**config.mk**
```make
export PLATFORM = sky130hd
export DESIGN_NAME = rxf_len_rx
export DESIGN_NICKNAME = d
export VERILOG_FILES = /design/src/rtl/rxf_pkg.sv /design/src/rtl/rxf_sat_cnt.sv /design/src/rtl/rxf_idle_timer.sv /design/src/rtl/rxf_buf.sv /design/src/rtl/rxf_len_rx.sv
export SDC_FILE = /design/constraint.sdc
export NUM_CORES = 1
export LEC_CHECK = 0
export ABC_AREA = 1
export BUFFER_PORTS_ARGS = -buffer_cell sky130_fd_sc_hd__buf_2
export CELL_PAD_IN_SITES_DETAIL_PLACEMENT = 0
export CELL_PAD_IN_SITES_GLOBAL_PLACEMENT = 1
export CORE_ASPECT_RATIO = 0.9
export CORE_MARGIN = 2
export CORE_UTILIZATION = 47
export CTS_BUF_LIST = sky130_fd_sc_hd__clkbuf_4 sky130_fd_sc_hd__clkbuf_8
export CTS_CLUSTER_DIAMETER = 40
export DETAILED_ROUTE_END_ITERATION = 7
export PLACE_DENSITY_LB_ADDON = 0.1
export SLEW_MARGIN = 5
export SYNTH_ARGS = -nofsm -noshare
export SYNTH_HDL_FRONTEND = slang
export SYNTH_SLANG_ARGS = --single-unit
```
**constraint.sdc**
```tcl
create_clock -name clk -period 3 [get_ports clk]
set_input_delay 0.15 -clock clk [delete_from_list [all_inputs] [get_ports clk]]
set_output_delay 0.15 -clock clk [all_outputs]
set_load 0.05 [all_outputs]
```
**src/rtl/rxf_pkg.sv**
```systemverilog
package rxf_pkg;
   typedef enum logic [1:0] {
      MODE_READ = 2'd0,
      MODE_SKIP = 2'd1,
      MODE_MSG  = 2'd2
   } rx_mode_e;

   localparam int CI_IO      = 0;
   localparam int CI_CONTENT = 1;
   localparam int CI_NOBUF   = 2;
   localparam int CI_PKTS    = 3;
   localparam int N_CNT      = 4;
endpackage

```
**src/rtl/rxf_sat_cnt.sv**
```systemverilog
module rxf_sat_cnt #(
   parameter int W = 16
) (
   input  logic         clk,
   input  logic         rst_n,
   input  logic         inc,
   output logic [W-1:0] cnt
);
   if (W < 2) begin : g_bad_w
      $error("rxf_sat_cnt: W must be at least 2");
   end

   always_ff @(posedge clk) begin
      if (!rst_n)
         cnt <= '0;
      else if (inc && cnt != '1)
         cnt <= cnt + 1'b1;
   end

   // a counter at its top value stays there
   a_r10_no_wrap: assert property (@(posedge clk) disable iff (!rst_n)
      cnt == '1 |=> cnt == '1);
   // no step without a request
   a_r10_hold: assert property (@(posedge clk) disable iff (!rst_n)
      !inc |=> $stable(cnt));
endmodule

```
**src/rtl/rxf_idle_timer.sv**
```systemverilog
module rxf_idle_timer #(
   parameter int LIMIT = 32
) (
   input  logic clk,
   input  logic rst_n,
   input  logic clr,
   output logic expired
);
   localparam int W = $clog2(LIMIT + 1);

   if (LIMIT < 2) begin : g_bad_limit
      $error("rxf_idle_timer: LIMIT must be at least 2");
   end

   logic [W-1:0] cnt;

   always_ff @(posedge clk) begin
      if (!rst_n)
         cnt <= '0;
      else if (clr)
         cnt <= '0;
      else if (cnt != W'(LIMIT))
         cnt <= cnt + 1'b1;
   end

   assign expired = (cnt == W'(LIMIT));

   // a received byte always restarts the idle window
   a_r5_clear_restarts: assert property (@(posedge clk) disable iff (!rst_n)
      clr |=> !expired);
endmodule

```
**src/rtl/rxf_buf.sv**
```systemverilog
module rxf_buf #(
   parameter int DEPTH = 16
) (
   input  logic                     clk,
   input  logic                     we,
   input  logic [$clog2(DEPTH)-1:0] waddr,
   input  logic [7:0]               wdata,
   input  logic [$clog2(DEPTH)-1:0] raddr,
   output logic [7:0]               rdata
);
   logic [7:0] mem [DEPTH];

   always_ff @(posedge clk) begin
      if (we)
         mem[waddr] <= wdata;
   end

   assign rdata = mem[raddr];
endmodule

```
**src/rtl/rxf_len_rx.sv**
```systemverilog
module rxf_len_rx
   import rxf_pkg::*;
#(
   parameter int BUF_SIZE   = 16,
   parameter int IDLE_LIMIT = 32,
   parameter int CNT_W      = 16
) (
   input  logic                          clk,
   input  logic                          rst_n,
   input  logic                          rx_valid,
   input  logic [7:0]                    rx_byte,
   input  logic                          rx_ferr,
   input  logic                          rx_oerr,
   input  logic                          rx_perr,
   input  logic                          slot_free,
   input  logic                          pkt_release,
   input  logic [$clog2(BUF_SIZE)-1:0]   rd_addr,
   output logic [7:0]                    rd_data,
   output logic                          pkt_done,
   output logic [$clog2(BUF_SIZE+1)-1:0] pkt_len,
   output logic [1:0]                    mode,
   output logic [CNT_W-1:0]              cnt_io,
   output logic [CNT_W-1:0]              cnt_content,
   output logic [CNT_W-1:0]              cnt_nobuf,
   output logic [CNT_W-1:0]              cnt_pkts
);
   localparam int AW = $clog2(BUF_SIZE);
   localparam int LW = $clog2(BUF_SIZE + 1);
   localparam logic [8:0] HDR_LIM = 9'(BUF_SIZE - 1);
   localparam logic [LW-1:0] FULL = LW'(BUF_SIZE);

   if (BUF_SIZE < 4 || BUF_SIZE > 256) begin : g_bad_size
      $error("rxf_len_rx: BUF_SIZE must lie in 4..256");
   end
   if (IDLE_LIMIT < 2) begin : g_bad_idle
      $error("rxf_len_rx: IDLE_LIMIT must be at least 2");
   end

   rx_mode_e      mode_q, mode_n;
   logic [AW-1:0] wptr_q, wptr_n;
   logic [LW-1:0] used_q, used_n;
   logic [LW-1:0] left_q, left_n;
   logic          done_n;
   logic [LW-1:0] len_q, len_n;
   logic          we;
   logic          idle_exp;
   logic          line_err;
   logic [8:0]    total;
   logic [N_CNT-1:0] inc;
   logic [CNT_W-1:0] cnt [N_CNT];

   assign line_err = rx_ferr | rx_oerr | rx_perr;
   assign total    = {1'b0, rx_byte} + 9'd3;

   always_comb begin
      mode_n = mode_q;
      wptr_n = wptr_q;
      used_n = used_q;
      left_n = left_q;
      len_n  = len_q;
      done_n = 1'b0;
      we     = 1'b0;
      inc    = '0;
      if (rx_valid) begin
         if (line_err) begin
            inc[CI_IO] = 1'b1;
            mode_n     = MODE_SKIP;
         end else begin
            unique case (mode_q)
               MODE_READ: begin
                  if (left_q == '0) begin
                     inc[CI_CONTENT] = 1'b1;
                     mode_n          = MODE_SKIP;
                  end else begin
                     we     = 1'b1;
                     wptr_n = wptr_q + 1'b1;
                     used_n = used_q + 1'b1;
                     left_n = left_q - 1'b1;
                     if (used_n == LW'(2) && total >= HDR_LIM) begin
                        inc[CI_CONTENT] = 1'b1;
                        mode_n          = MODE_SKIP;
                     end else begin
                        if (used_n == LW'(2))
                           left_n = LW'(total - 9'd2);
                        if (left_n == '0) begin
                           if (slot_free) begin
                              inc[CI_PKTS] = 1'b1;
                              mode_n       = MODE_MSG;
                              done_n       = 1'b1;
                              len_n        = used_n;
                           end else begin
                              inc[CI_NOBUF] = 1'b1;
                              wptr_n        = '0;
                              used_n        = '0;
                              left_n        = FULL;
                           end
                        end
                     end
                  end
               end
               MODE_SKIP: ;
               default: begin
                  inc[CI_NOBUF] = 1'b1;
                  mode_n        = MODE_SKIP;
               end
            endcase
         end
      end else if ((mode_q == MODE_SKIP && idle_exp) ||
                   (mode_q == MODE_MSG && pkt_release)) begin
         mode_n = MODE_READ;
         wptr_n = '0;
         used_n = '0;
         left_n = FULL;
      end
   end

   always_ff @(posedge clk) begin
      if (!rst_n) begin
         mode_q   <= MODE_READ;
         wptr_q   <= '0;
         used_q   <= '0;
         left_q   <= FULL;
         len_q    <= '0;
         pkt_done <= 1'b0;
      end else begin
         mode_q   <= mode_n;
         wptr_q   <= wptr_n;
         used_q   <= used_n;
         left_q   <= left_n;
         len_q    <= len_n;
         pkt_done <= done_n;
      end
   end

   rxf_idle_timer #(.LIMIT(IDLE_LIMIT)) u_idle (
      .clk     (clk),
      .rst_n   (rst_n),
      .clr     (rx_valid),
      .expired (idle_exp)
   );

   rxf_buf #(.DEPTH(BUF_SIZE)) u_buf (
      .clk   (clk),
      .we    (we),
      .waddr (wptr_q),
      .wdata (rx_byte),
      .raddr (rd_addr),
      .rdata (rd_data)
   );

   for (genvar g = 0; g < N_CNT; g++) begin : g_cnt
      rxf_sat_cnt #(.W(CNT_W)) u_cnt (
         .clk   (clk),
         .rst_n (rst_n),
         .inc   (inc[g]),
         .cnt   (cnt[g])
      );
   end

   assign cnt_io      = cnt[CI_IO];
   assign cnt_content = cnt[CI_CONTENT];
   assign cnt_nobuf   = cnt[CI_NOBUF];
   assign cnt_pkts    = cnt[CI_PKTS];
   assign pkt_len     = len_q;
   assign mode        = mode_q;

   // a flagged byte always lands in discard mode
   a_r4_line_err_skip: assert property (@(posedge clk) disable iff (!rst_n)
      rx_valid && line_err |=> mode == MODE_SKIP);
   // a hand-off pulse only appears together with the holding mode
   a_r2_done_holds: assert property (@(posedge clk) disable iff (!rst_n)
      pkt_done |-> mode == MODE_MSG);
   // handed-off length fits the header rule
   a_r2_len_bound: assert property (@(posedge clk) disable iff (!rst_n)
      pkt_done |-> (pkt_len >= LW'(3) && pkt_len <= LW'(BUF_SIZE - 2)));
   // a byte seen while discarding never completes a frame
   a_r5_skip_no_done: assert property (@(posedge clk) disable iff (!rst_n)
      mode == MODE_SKIP && rx_valid |=> !pkt_done && mode == MODE_SKIP);
   // a byte seen while holding forces discard mode
   a_r8_msg_byte: assert property (@(posedge clk) disable iff (!rst_n)
      mode == MODE_MSG && rx_valid |=> mode == MODE_SKIP);
   // an oversize header rejects the frame in the next cycle
   a_r3_oversize: assert property (@(posedge clk) disable iff (!rst_n)
      mode == MODE_READ && rx_valid && !line_err && used_q == LW'(1) &&
      total >= HDR_LIM |=> mode == MODE_SKIP);
endmodule

```
# After elaboration in Yosys (flattened, before gate mapping)
# Memory sizes are Yosys's and may differ from the RTL's.
# Cells that the tools add are included.
[totals]
register_bits = 92
ram_bits = 128
inputBits = 20
word_cells = 121
mem_count = 1
[mem_list]
columns = ["memory", "depth", "word_bits", "read_ports", "rd_clocked_by_memory_dff", "write_ports", "line", "rtl"]
rows = [
  ["u_buf.mem", 16, 8, 1, 0, 1, "rxf_buf.sv:11", "logic [7:0] mem [DEPTH];"],
]
[classes]
addsub = 10
magnitude_cmp = 1
eq_ne = 15
mux = 57
n_bitwise = 9
n_reduce_logical = 17
[op_table]
columns = ["cell", "n"]
rows = [
  ["$mux W5", 22],
  ["$add A16 B1 Y16 const B", 4],
  ["$ne A16 B16 Y1 const B", 4],
  ["$mux W4", 9],
  ["$mux W2", 10],
  ["$ne A6 B6 Y1 const B", 3],
  ["$mux W1", 13],
  ["$logic_not A5 Y1", 2],
  ["$add A8 B2 Y9 const B", 1],
  ["$ge A9 B4 Y1 const B", 1],
  ["$reduce_and A4 Y1", 2],
  ["$logic_and A1 B1 Y1", 7],
  ["$not A1 Y1", 7],
  ["$reduce_and A7 Y1", 1],
  ["$reduce_or A7 Y1", 1],
  ["$add A6 B1 Y6 const B", 1],
  ["$eq A6 B6 Y1 const B", 1],
  ["$add A5 B1 Y5 const B", 1],
  ["$eq A5 B2 Y1 const B", 1],
  ["$sub A5 B1 Y5 const B", 1],
  ["$sub A5 B2 Y5 const B", 1],
  ["$add A4 B1 Y4 const B", 1],
  ["$ne A2 B2 Y1 const B", 2],
  ["$pmux W2 S2", 1],
  ["other kinds (11)", 12],
]

# Longest topological paths before layout
[depth]
depth_word = 16
mapped_depth = 20

# Cells and area by module
# A second synthesis with hierarchy kept.
[hier_totals]
hier_cells = 1450
area_unflattened_um2 = 11531.1
[modules_own_cells]
columns = ["module", "instances", "cells_per_inst", "area_per_inst_um2", "seq_area_each_um2"]
rows = [
  ["rxf_buf", 1, 543, 5610.4, 3843.7],
  ["rxf_sat_cnt (g_cnt[0].u_cnt ...)", 3, 149, 996.0, 320.3],
  ["rxf_len_rx", 1, 262, 1650.3, 440.4],
  ["rxf_sat_cnt (g_cnt[3].u_cnt)", 1, 155, 973.4, 320.3],
  ["rxf_idle_timer", 1, 43, 309.0, 120.1],
]

# Least setup slack after synthesis
# No wires, ideal clock.
[synth_timing]
path_kind = "register -> register"
startpoint = "register g_cnt[3].u_cnt.cnt[1]"
endpoint = "register g_cnt[3].u_cnt.cnt[14]"
arrival_time_ps = 2134
path_slack_ps = 747
path_stages_with_launch = 13
path_buffers = 0
path_cell_list = "dfxtp_1 ha_1 nand2_1 nor3_1 inv_1 nor2_1 nand4_1 nand2_2 nor2_4 nand3_1 clkinv_1 nand2_1 a21oi_1"
[synth_via]
elab_chain_cells = 2
[synth_lines]
columns = ["item", "line", "rtl"]
rows = [
  ["start: declaration", "rxf_sat_cnt.sv:7", "output logic [W-1:0] cnt"],
  ["start signal: assignment", "rxf_sat_cnt.sv:17", "cnt <= cnt + 1'b1;"],
  ["parallel branches: the longest is 2 deep, another holds $add A16 B1 Y16", "n/a", ""],
]
# Parallel ways; which one is timed is not known.
# A chain may end at the register's enable or synchronous reset.

# Final worst setup path
[layout_timing]
startpoint = "register used_q[0]"
endpoint = "register g_cnt[3].u_cnt.cnt[14]"
[layout_via]
elab_chain_cells = 16
[layout_lines]
columns = ["item", "line", "rtl"]
rows = [
  ["start: declaration", "rxf_len_rx.sv:41", "logic [LW-1:0] used_q, used_n;"],
  ["start signal: assignment", "rxf_len_rx.sv:128", "used_q <= used_n;"],
  ["$add A5 B1 Y5 (*)", "rxf_len_rx.sv:77", "used_n = used_q + 1'b1;"],
  ["$eq A5 B2 Y1 (*)", "rxf_len_rx.sv:79, rxf_len_rx.sv:83", ""],
  ["$mux W5", "rxf_len_rx.sv:83", "if (used_n == LW'(2))"],
  ["$mux W5", "rxf_len_rx.sv:79", "if (used_n == LW'(2) && total >= HDR_LIM) begin"],
  ["$mux W5", "rxf_len_rx.sv:71", "if (left_q == '0) begin"],
  ["$mux W5", "rxf_len_rx.sv:69", "unique case (mode_q)"],
  ["$mux W5", "rxf_len_rx.sv:65", "if (line_err) begin"],
  ["$mux W5", "rxf_len_rx.sv:64", "if (rx_valid) begin"],
  ["$logic_not A5 Y1", "rxf_len_rx.sv:85", "if (left_n == '0) begin"],
  ["$mux W2", "rxf_len_rx.sv:85", ""],
  ["$mux W2 (*)", "rxf_len_rx.sv:79", ""],
  ["$mux W2 (*)", "rxf_len_rx.sv:71", ""],
  ["$mux W1 (*)", "rxf_len_rx.sv:69", ""],
  ["$mux W3 (*)", "rxf_len_rx.sv:65", ""],
  ["$mux W4 (*)", "rxf_len_rx.sv:64", ""],
  ["$logic_and A1 B1 Y1 (*)", "rxf_sat_cnt.sv:16", "else if (inc && cnt != '1)"],
]
# Mark *: on every way between the ends. The rest lies on a longest branch, timed or not. The select of a mux whose other input is x is not followed.

==> flow_metrics.env <==
export IMPL_status="completed"
export IMPL_finalPower_mw=7.193
export IMPL_end_kind="register"
export IMPL_coreArea_um2=21630
export IMPL_syn_inst=1122
export IMPL_ys_warn_count=0
export IMPL_clkTransAtPathRegs_ns=0.07
export IMPL_cp_cell_sequence="ha_1 > inv_1 > nand2_1 > nand2_2 > nor2_4 > nand3_2 > nand2_1 > o21ai_1 > nor2_4 > nand3_4 > nor2_4 > nand2_2 > nor2_4 > nand3_1 > o21ai_0 > a21oi_1"
export IMPL_routed_wl_mm=24.81
export IMPL_grtUsageTotal_pct=21.34
export IMPL_setup_viol=0
export IMPL_ys_seq_elements=220
export IMPL_fmax_mhz=386.5
export IMPL_rsz0062_at_grt="no"
export IMPL_grt_pass1_wl_mm=39.17
export IMPL_yosysTopAreaCell="edfxtp_1"
export IMPL_final_util_pct=57.55
export IMPL_cts_inserted_buffers=42
export IMPL_arrival_ns=3.00
export IMPL_vdd_drop_max_uv=270.9
export IMPL_dpl_cell_area_um2=11380
export IMPL_cts_buffer_depth=3
export IMPL_worst_slew_pin_slew_ns=0.6210
export IMPL_dr_pass1_iters=5
export IMPL_grt_antenna_before_repair=1
export IMPL_tns_ns=0
export IMPL_powerDensity_nw_per_um2=577.8
export IMPL_drt_iter0_drc=416
export IMPL_cts_setup_buffers=0
export IMPL_yosys_most_used_dff="edfxtp_1"
export IMPL_synth_seq_area_share_pct=54.86
export IMPL_cts_tree="built"
export IMPL_die_y_um=144.9
export IMPL_synth_area_top_cells="edfxtp_1, dfxtp_1, nand2_1, inv_1, a21oi_1"
export IMPL_ctsHtreeMaxLevel=2
export IMPL_clockRootBuffer="clkbuf_8"
export IMPL_relSlewSlack_pct=58.60
export IMPL_dp_cells=1514
export IMPL_hold_viol_final=0
export IMPL_fp_row_count=51
export IMPL_initial_utilization_pct=47.91
export IMPL_layout_cells_non_filler=1596
export IMPL_synth_area_per_cell_um2=9.237
export IMPL_place_ws_ns=0.1945
export IMPL_synth_top_cell_area_share_pct=37.09
export IMPL_post_drt_wl_per_cell_um=15.55
export IMPL_maxCapViolCount=0
export IMPL_gp_congestion=0.7979
export IMPL_nNetsFinal=1307
export IMPL_dieWidth_um=160.5
export IMPL_max_stage_delay_ns=0.43
export IMPL_drive_gt1_share_pct=19.79
export IMPL_num_io_pins=100
export IMPL_synthesis_area_um2=10360
export IMPL_finalWorstSetupSlack_ns=0.4125
export IMPL_remaining_drc_errors=0
export IMPL_critPathRequiredTime_ns=3.41
export IMPL_hpwl_mm=16.88
export IMPL_numPortBuffers=99
export IMPL_hold_class="primary input to register"
export IMPL_slew_viol_final=0
export IMPL_clock_sinks=220
export IMPL_grt_ovfl_total=0
export IMPL_crit_slowest_cell="dfxtp_1"
export IMPL_worst_path_buf_inv=1
export IMPL_grt_max_degree=54
export IMPL_ys_types=44
export IMPL_grt_pass1_vias=7617
export IMPL_antenna_left=0
export IMPL_synth_edf_count=128
export IMPL_path_delay_family="simple AND/OR/NAND/NOR gates"
export IMPL_fin_crit_ns=2.587
export IMPL_start_kind="register"
export IMPL_viasPerCell=5.079
export IMPL_cp_max_fo=7
export IMPL_clock_latency_ns=0.55
export IMPL_whs_ns=0.04666
export IMPL_criticalPathCategory="register to register"
export IMPL_cellLeakagePower_nw=4.861
export IMPL_area_growth_pct=20.13
export IMPL_synth_nets=1159
export IMPL_synthArstFlopShare_pct=0
export IMPL_skew_ns=0.03032
export IMPL_dieArea_um2=23260
export IMPL_vias=8106
export IMPL_cpMostUsedCell="nor2_4"
export IMPL_fin_area_um2=12450
export IMPL_layout_worst_path_cycle_share_pct=86.25
## final timing paths
path                                from                      to  slack (ns)  depth (start not counted)
setup / recovery               used_q[0]  g_cnt[3].u_cnt.cnt[14]        0.41                         16
hold / removal                rx_byte[3]        u_buf.mem[10][3]        0.05                          1
hold reg to reg   g_cnt[3].u_cnt.cnt[14]  g_cnt[3].u_cnt.cnt[14]        0.46                          2
setup reg to reg               used_q[0]  g_cnt[3].u_cnt.cnt[14]        0.41                         16
## routing by layer
| metal | routed length [um] | vias up | track usage [%] |
|---|---|---|---|
| met5 | 0 | - | 0 |
| met4 | 631 | 0 | 7.587 |
| met3 | 1297 | 52 | 4.218 |
| met2 | 11500 | 180 | 36.57 |
| met1 | 11380 | 3724 | 27.20 |
| li1 | - | 4150 | - |
## registers in the layout (all words and copies together) (netlist names)
name	cells
used_q	5
u_idle.cnt	6
g_cnt.u_cnt.cnt	64
left_q	5
mode	2
pkt_done	1
u_buf.mem	128
wptr_q	4
pkt_len	5
## area by class of cell
type | instances | area (um2)
clock inverter | 23 | 314.1
timing repair buffer | 142 | 840.8
antenna | 1 | 2.502
fill | 1968 | 9183
inverter | 157 | 589.3
sequential | 220 | 5685
clock buffer | 55 | 719.4
tap | 291 | 364.1
multi-input combinational | 707 | 3934
## worst reg2reg max path: stages (launching register included)
cell	delay, ns
dfxtp_1	0.43
ha_1	0.25
inv_1	0.05
nand2_1	0.08
nand2_2	0.07
nor2_4	0.10
nand3_2	0.14
nand2_1	0.09
o21ai_1	0.11
nor2_4	0.14
nand3_4	0.12
nor2_4	0.21
nand2_2	0.16
nor2_4	0.16
nand3_1	0.13
o21ai_0	0.18
a21oi_1	0.05
## cells in the final DEF (no fill, tap or decap), types with 9 or more instances in the layout
master / n
o21ai_0: 78
buf_2: 98
xnor2_1: 9
dfxtp_1: 92
nor3_1: 32
ha_1: 17
o211ai_1: 36
buf_4: 40
nand3_1: 45
nand2_1: 167
a21oi_1: 92
edfxtp_1: 128
inv_1: 149
xor2_1: 11
mux2i_1: 32
nand4_1: 29
clkbuf_8: 49
nor2_1: 88
## timing repair
action / in CTS / in global routing
hold buffers: 3 / 0
resized for setup: 0 / 1
endpoints found under the setup margin: 0 / 2
endpoints found under the hold margin: 10 / 0
## cell usage after synthesis, types with 7 or more instances
master,n
a211oi_1,7
edfxtp_1,128
nor2_4,7
xor2_1,11
ha_1,17
xnor2_1,9
clkbuf_1,27
a21oi_1,92
inv_1,149
mux2i_1,32
nor2_1,88
o211ai_1,36
nand4_1,29
nand2_2,8
dfxtp_1,92
nor3_1,32
nand3_1,45
nand2_1,167
o21ai_0,78
## power by group
part | leakage, nW | internal (mW) | switching (mW)
clock network | 0.526 | 2.20 | 1.33
logic | 2.44 | 0.134 | 0.319
registers | 1.89 | 3.20 | 0.0120
## cell families (layout without fill, tap and decap cells)
group	count (synthesis)	count (layout)	synth area share, %
xor gates and xnor gates	21	21	1.847
and+or+nand+nor	402	402	18.01
buffers and inverters	195	377	7.256
adders and majority gates	17	17	2.052
other	0	1	0
muxes	32	32	3.091
DFF	220	220	54.86
AOI/OAI and AO/OA	235	235	12.88
(Power assumes the default switching activity.)
